===== src/rtl/clkctl_pkg.sv =====
package clkctl_pkg;
   // register word addresses
   localparam int ADDR_CTRL  = 0;
   localparam int ADDR_STBY  = 1;
   localparam int ADDR_IEN   = 2;
   localparam int ADDR_IFLAG = 3;
   localparam int ADDR_ICLR  = 4;

   // control word bit positions
   localparam int CTRL_INT_ON   = 0;
   localparam int CTRL_INT_RDY  = 1;
   localparam int CTRL_SEL      = 3;
   localparam int CTRL_CODE_LSB = 4;
   localparam int CTRL_EXT_ON   = 16;
   localparam int CTRL_EXT_RDY  = 17;
   localparam int STBY_CODE_LSB = 8;

   // interrupt source positions
   localparam int SRC_INT = 0;
   localparam int SRC_EXT = 1;
   localparam int NUM_SRC = 2;

   // nominal internal oscillator frequency in kHz per range index
   function automatic logic [15:0] range_khz(input int idx);
      logic [15:0] k;
      case (idx)
         0:  k = 16'd100;
         1:  k = 16'd200;
         2:  k = 16'd400;
         3:  k = 16'd800;
         4:  k = 16'd1000;
         5:  k = 16'd2000;
         6:  k = 16'd4000;
         7:  k = 16'd8000;
         8:  k = 16'd16000;
         9:  k = 16'd24000;
         10: k = 16'd32000;
         11: k = 16'd48000;
         default: k = 16'd0;
      endcase
      return k;
   endfunction
endpackage


===== src/rtl/clkctl_range_guard.sv =====
// Range code register that refuses codes outside the frequency table.
module clkctl_range_guard #(
   parameter int CODE_W     = 4,
   parameter int NUM_CODES  = 12,
   parameter int RESET_CODE = 6
) (
   input  logic              clk,
   input  logic              rst_n,
   input  logic              wr_en,
   input  logic [CODE_W-1:0] wr_code,
   output logic [CODE_W-1:0] code
);
   logic code_ok;
   assign code_ok = (32'(wr_code) < 32'(NUM_CODES));

   always_ff @(posedge clk or negedge rst_n) begin
      if (!rst_n)                code <= CODE_W'(RESET_CODE);
      else if (wr_en && code_ok) code <= wr_code;
   end
endmodule


===== src/rtl/clkctl_ext_guard.sv =====
// External oscillator enable with clock-tree lock.
module clkctl_ext_guard #(
   parameter int SWS_W   = 2,
   parameter int SWS_EXT = 2,
   parameter int PLL_W   = 2,
   parameter int PLL_EXT = 3
) (
   input  logic             clk,
   input  logic             rst_n,
   input  logic             wr_en,
   input  logic             wr_on,
   input  logic [SWS_W-1:0] sys_clk_sts,
   input  logic [PLL_W-1:0] pll_src,
   output logic             ext_on,
   output logic             ext_rise
);
   logic in_use;
   assign in_use   = (sys_clk_sts == SWS_W'(SWS_EXT)) || (pll_src == PLL_W'(PLL_EXT));
   assign ext_rise = wr_en && wr_on && !ext_on;

   always_ff @(posedge clk or negedge rst_n) begin
      if (!rst_n)                          ext_on <= 1'b0;
      else if (wr_en && (wr_on || !in_use)) ext_on <= wr_on;
   end
endmodule


===== src/rtl/clkctl_irq.sv =====
// Ready flags, write-one-to-clear, and the combined request.
module clkctl_irq #(
   parameter int NSRC = 2
) (
   input  logic            clk,
   input  logic            rst_n,
   input  logic [NSRC-1:0] set,
   input  logic [NSRC-1:0] clr,
   input  logic [NSRC-1:0] ien,
   output logic [NSRC-1:0] flag,
   output logic            irq
);
   for (genvar i = 0; i < NSRC; i++) begin : g_flag
      always_ff @(posedge clk or negedge rst_n) begin
         if (!rst_n)                flag[i] <= 1'b0;
         else if (set[i] && ien[i]) flag[i] <= 1'b1;
         else if (clr[i])           flag[i] <= 1'b0;
      end
   end

   assign irq = |(flag & ien);
endmodule


===== src/rtl/clkctl_regs.sv =====
module clkctl_regs
   import clkctl_pkg::*;
#(
   parameter int ADDR_W      = 3,
   parameter int RANGE_W     = 4,
   parameter int NUM_RANGES  = 12,
   parameter int RESET_RANGE = 6,
   parameter int SWS_EXT     = 2,
   parameter int PLL_EXT     = 3
) (
   input  logic               clk,
   input  logic               rst_n,
   input  logic               wr_en,
   input  logic               rd_en,
   input  logic [ADDR_W-1:0]  addr,
   input  logic [31:0]        wr_data,
   output logic [31:0]        rd_data,
   input  logic [1:0]         sys_clk_sts,
   input  logic [1:0]         pll_src,
   output logic [RANGE_W-1:0] range_idx,
   output logic [15:0]        int_freq_khz,
   output logic               int_osc_en,
   output logic               ext_osc_en,
   output logic               irq
);
   // elaboration checks
   if (NUM_RANGES > (1 << RANGE_W)) begin : g_bad_range_w
      $error("clkctl_regs: NUM_RANGES does not fit RANGE_W");
   end
   if (RESET_RANGE >= NUM_RANGES) begin : g_bad_reset_range
      $error("clkctl_regs: RESET_RANGE outside table");
   end
   if (ADDR_W < 3) begin : g_bad_addr_w
      $error("clkctl_regs: ADDR_W too small for register map");
   end
   if (CTRL_CODE_LSB + RANGE_W > CTRL_EXT_ON || STBY_CODE_LSB + RANGE_W > 32) begin : g_bad_layout
      $error("clkctl_regs: range field overlaps other fields");
   end

   logic               sel_ctrl, sel_stby, sel_ien, sel_iclr;
   logic               wr_ctrl, wr_stby;
   logic [RANGE_W-1:0] ctrl_code, stby_code;
   logic               range_sel, int_on, ext_on, ext_rise, int_rise;
   logic [NUM_SRC-1:0] ien, flag, set_vec, clr_vec;
   logic [31:0]        rd_mux;

   assign sel_ctrl = (addr == ADDR_W'(ADDR_CTRL));
   assign sel_stby = (addr == ADDR_W'(ADDR_STBY));
   assign sel_ien  = (addr == ADDR_W'(ADDR_IEN));
   assign sel_iclr = (addr == ADDR_W'(ADDR_ICLR));
   assign wr_ctrl  = wr_en && sel_ctrl;
   assign wr_stby  = wr_en && sel_stby;

   clkctl_range_guard #(.CODE_W(RANGE_W), .NUM_CODES(NUM_RANGES), .RESET_CODE(RESET_RANGE)) u_ctrl_rng (
      .clk(clk), .rst_n(rst_n), .wr_en(wr_ctrl),
      .wr_code(wr_data[CTRL_CODE_LSB +: RANGE_W]), .code(ctrl_code));

   clkctl_range_guard #(.CODE_W(RANGE_W), .NUM_CODES(NUM_RANGES), .RESET_CODE(RESET_RANGE)) u_stby_rng (
      .clk(clk), .rst_n(rst_n), .wr_en(wr_stby),
      .wr_code(wr_data[STBY_CODE_LSB +: RANGE_W]), .code(stby_code));

   clkctl_ext_guard #(.SWS_W(2), .SWS_EXT(SWS_EXT), .PLL_W(2), .PLL_EXT(PLL_EXT)) u_ext (
      .clk(clk), .rst_n(rst_n), .wr_en(wr_ctrl), .wr_on(wr_data[CTRL_EXT_ON]),
      .sys_clk_sts(sys_clk_sts), .pll_src(pll_src), .ext_on(ext_on), .ext_rise(ext_rise));

   // internal oscillator enable, selector and interrupt enables
   assign int_rise = wr_ctrl && wr_data[CTRL_INT_ON] && !int_on;

   always_ff @(posedge clk or negedge rst_n) begin
      if (!rst_n) begin
         int_on    <= 1'b1;
         range_sel <= 1'b0;
         ien       <= '0;
      end else begin
         if (wr_ctrl) begin
            int_on    <= wr_data[CTRL_INT_ON];
            range_sel <= wr_data[CTRL_SEL];
         end
         if (wr_en && sel_ien) ien <= wr_data[NUM_SRC-1:0];
      end
   end

   always_comb begin
      set_vec          = '0;
      set_vec[SRC_INT] = int_rise;
      set_vec[SRC_EXT] = ext_rise;
      clr_vec          = (wr_en && sel_iclr) ? wr_data[NUM_SRC-1:0] : '0;
   end

   clkctl_irq #(.NSRC(NUM_SRC)) u_irq (
      .clk(clk), .rst_n(rst_n), .set(set_vec), .clr(clr_vec),
      .ien(ien), .flag(flag), .irq(irq));

   // outputs
   assign range_idx    = range_sel ? ctrl_code : stby_code;
   assign int_freq_khz = int_on ? range_khz(int'(range_idx)) : 16'd0;
   assign int_osc_en   = int_on;
   assign ext_osc_en   = ext_on;

   // read path
   always_comb begin
      rd_mux = '0;
      case (int'(addr))
         ADDR_CTRL: begin
            rd_mux[CTRL_INT_ON]                  = int_on;
            rd_mux[CTRL_INT_RDY]                 = int_on;
            rd_mux[CTRL_SEL]                     = range_sel;
            rd_mux[CTRL_CODE_LSB +: RANGE_W]     = ctrl_code;
            rd_mux[CTRL_EXT_ON]                  = ext_on;
            rd_mux[CTRL_EXT_RDY]                 = ext_on;
         end
         ADDR_STBY:  rd_mux[STBY_CODE_LSB +: RANGE_W] = stby_code;
         ADDR_IEN:   rd_mux[NUM_SRC-1:0]              = ien;
         ADDR_IFLAG: rd_mux[NUM_SRC-1:0]              = flag;
         default:    rd_mux = '0;
      endcase
   end

   always_ff @(posedge clk or negedge rst_n) begin
      if (!rst_n)     rd_data <= '0;
      else if (rd_en) rd_data <= rd_mux;
   end
endmodule


===== config.mk =====
export PLATFORM = sky130hd
export DESIGN_NAME = clkctl_regs
export DESIGN_NICKNAME = d
export VERILOG_FILES = /design/src/rtl/clkctl_pkg.sv /design/src/rtl/clkctl_range_guard.sv /design/src/rtl/clkctl_ext_guard.sv /design/src/rtl/clkctl_irq.sv /design/src/rtl/clkctl_regs.sv
export SDC_FILE = /design/constraint.sdc
export NUM_CORES = 1
export LEC_CHECK = 0
export ABC_AREA = 1
export BUFFER_PORTS_ARGS = -buffer_cell sky130_fd_sc_hd__buf_4
export CAP_MARGIN = 20
export CORE_MARGIN = 3
export CORE_UTILIZATION = 48
export DETAILED_ROUTE_END_ITERATION = 8
export GPL_TIMING_DRIVEN = 1
export PLACE_DENSITY = 0.85
export SKIP_CTS_REPAIR_TIMING = 1
export SLEW_MARGIN = 20
export SYNTH_ARGS = -nofsm -noshare
export SYNTH_HDL_FRONTEND = slang
export SYNTH_HIERARCHICAL = 1
export SYNTH_SLANG_ARGS = --single-unit

===== constraint.sdc =====
create_clock -name clk -period 3.6 [get_ports clk]
set_clock_uncertainty 0.05 [all_clocks]
set_input_delay 0.54 -clock clk [delete_from_list [all_inputs] [get_ports clk]]
set_output_delay 0.54 -clock clk [all_outputs]
set_load 0.01 [all_outputs]

==> flow_metrics.py <==
metrics = {
    "worst_setup_path": {
        "cp_data_required_time_ns": 3.01,
        "crit_buf_inv": 3,
        "critical_path_arrival_ns": 2.11,
        "path_delay_family": "simple AND/OR/NAND/NOR gates",
        "crit_top_cell": "nand2_1",
        "critical-path-max-stage-delay_ns": 0.44,
        "worst-path-max-fanout": 9,
        "crit_path_start_kind": "flop",
        "cp-end-kind": "output port",
        "path_cells": "inv_2 > nand2_1 > nand2_1 > inv_1 > ha_1 > or2_0 > o21ai_1 > buf_4",
        "cp_slowest_cell": "dfrtp_1",
        "path_class": "flop to output port",
    },
    "synthesis": {
        "avgSynthCellArea_um2": 7.25,
        "synthMuxAreaShare_pct": 0,
        "ys.flop_type": "dfrtp_1",
        "synthTopCellsByArea": "dfrtp_1 31%, nand2_1 19%, buf_4 9.3%",
        "synth_edf_count": 0,
        "synth_xor_area_share_pct": 0,
        "seq_area_frac_synth_pct": 38.2,
        "yosysWarnings": 6,
        "synth_top_family_by_area": "simple AND/OR/NAND/NOR gates",
        "synth_fa_ha_area_share_pct": 5.61,
        "yosys.area.top_type": "dfrtp_1",
        "syn_area_mm2": 0.00178,
        "synth_compound_area_share_pct": 6.60,
        "synth_common_cells": "89 x nand2_1, 22 x buf_4, 22 x dfrtp_1, 22 x inv_1, 18 x nand3_1",
        "synthSimpleGateAreaFrac_pct": 34.7,
        "ys_async_sr_fraction_pct": 100,
        "ys_types": 21,
        "ys_seq_elements": 27,
        "synth_most_common_cell": "nand2_1",
        "netlist_instances": 246,
        "synth_top_area_share_pct": 30.9,
    },
    "power": {
        "cellPowerDensity_mw_per_mm2": 445,
        "seq_power_share_pct": 40.8,
        "swShare_pct": 38.5,
        "intPower_w": 0.000603,
        "power.leakage_nw": 1.24,
        "p_comb_share_pct": 42.4,
        "peakVddDrop_uv": 306,
        "p_sw_w": 0.000378,
        "clkPwrFrac_pct": 16.8,
    },
    "detailed_routing": {
        "dr_total_vias": 1619,
        "drtAntennaViolNets": 0,
        "drt-pass1-iter-count": 5,
        "drcViolationCount": 0,
        "routed_via_density": 4.65,
        "drtIter0Drc": 78,
        "wirelength_um": 3790,
        "avgRoutedWirePerCell_um": 10.9,
    },
    "global_routing": {
        "grt_overflow_total": 0,
        "antenna_found_initial": 0,
        "grt_pass1_wl_um": 6150,
        "grt_util_all_layers_pct": 18.0,
        "grt_max_degree": 28,
        "grt_pass1_vias": 1426,
    },
    "cells_and_area": {
        "layout-drive-gt1-share_pct": 25.2,
        "synthToLayoutAreaGrowth_pct": 23.7,
        "nets": 354,
        "n_antenna_cell": 0,
        "finalNonFillerCells": 348,
    },
    "timing": {
        "rsz0062_at_grt": "false",
        "layout_min_cycle_time_ns": 2.70,
        "slew_violations": 0,
        "hold_viol": 0,
        "setup_viol": 0,
        "totalNegativeSetupSlack_ns": 0,
        "fmax_mhz": 370,
        "min_period_over_period_pct": 75.0,
    },
    "placed_design": {
        "gp_congestion": 0.868,
        "dp_hpwl_um": 3100,
        "io_buffers": 56,
        "dp_cells": 344,
    },
    "clock_tree": {
        "cts_tree": "yes",
        "ctsHtreeMaxLevel": 1,
        "path_clk_slew_ns": 0.08,
        "cts_made_buffers": 3,
        "clock_path_buffers": 2,
        "clk_latency_ns": 0.27,
        "cts.sinks": 27,
        "root_buffer": "clkbuf_8",
    },
    "min_path": {
        "hold_class": "primary input to asynchronous set/reset pin",
    },
    "outcome": {
        "outcome": "completed",
    },
    "floorplan": {
        "coreArea_mm2": 0.00347,
        "initial_utilization_pct": 51.4,
        "rows": 21,
        "boundaryPins": 98,
        "dieArea_mm2": 0.00448,
        "die_h_um": 66.9,
        "die_w_um": 66.9,
    },
    "job": {
        "max_cap_violations": 0,
    },
}
-- worst paths after layout --
path | from | endpoint | slack, ns | cells past startpoint
worst max-delay path | range_sel | int_freq_khz[8] | 0.90 | 8
worst min-delay path | rst_n | u_ext/ext_on | 0.11 | 1
worst max register to register | int_osc_en | rd_data[0] | 2.54 | 4
worst min register to register | u_ctrl_rng/code[1] | u_ctrl_rng/code[1] | 0.44 | 2
max in group asynchronous | rst_n | int_osc_en | 3.09 | 1
min in group clk | wr_data[5] | u_ctrl_rng/code[1] | 0.44 | 3
-- layout by cell type (no fill, tap or decap), drive strengths merged, types with 4 or more instances in the layout --
cell and n:
nor2 18, dfrtp 22, buf 56, clkbuf 4
nand2 98, conb 21, o21ai 18, nand3 19
dfstp 5, ha 8, inv 23, nand4 5
-- per-layer routing --
layer	part of all wire, %	global-route usage, %	up-vias
met2	48	29.6	47
met3	5.8	3.54	4
li1	-	-	841
met5	0	0	-
met1	45	23.9	727
met4	1.1	5.06	0
-- per-stage QoR --
| stage | power, W | area, um^2 | hold WS, ns | worst slack [ns] | utilization, % |
|---|---|---|---|---|---|
| floorplan | 0.000657 | 1860 | 0.194 | 1.42 | - |
| global placement | 0.000808 | 2160 | 0.409 | 1.26 | 62.3 |
| detailed placement | 0.000821 | 2160 | 0.413 | 1.23 | 62.3 |
| CTS | 0.000987 | 2210 | 0.117 | 0.922 | 63.6 |
| global route | 0.00106 | 2210 | 0.124 | 0.752 | 63.6 |
| finish | 0.000982 | 2210 | 0.111 | 0.901 | 63.6 |
-- logic make-up (layout without fill, tap and decap cells) --
family | count (synthesis) | count (layout)
compound gates | 22 | 22
simple gates | 141 | 141
fa+ha+maj | 8 | 8
buf+inv | 47 | 83
flops | 27 | 27
other cells | 1 | 21
-- power groups by stage --
stage | sequential (W) | clock, W | combinational (W)
floorplan | 0.000396 | 0 | 0.000261
global placement | 0.000403 | 0 | 0.000405
detailed placement | 0.000405 | 0 | 0.000417
CTS | 0.000399 | 0.000170 | 0.000418
global route | 0.000405 | 0.000185 | 0.000473
finish | 0.000401 | 0.000165 | 0.000416
-- cell type report --
cell class / instances / area (um^2)
fillers: 319 / 1260
multi-input cells: 192 / 915
flip-flops and latches: 27 / 682
repair buffers: 56 / 420
inverters: 23 / 86.3
well taps: 46 / 57.6
clock buffers: 4 / 45.0
-- sequential cells by signal, summed over array words and instances, names as in the netlist --
name	cells
u_ctrl_rng/code	4
int_osc_en	1
u_stby_rng/code	4
u_irq/flag	2
ien	2
rd_data	12
range_sel	1
u_ext/ext_on	1
-- worst register-to-register path, stage by stage (launching register included) --
cell     delay [ns]
dfstp_2        0.63
nand3_1        0.12
nand3_1        0.11
nand2_1        0.05
nand2_1        0.05
Note: power is estimated with default switching activity, not from simulation.
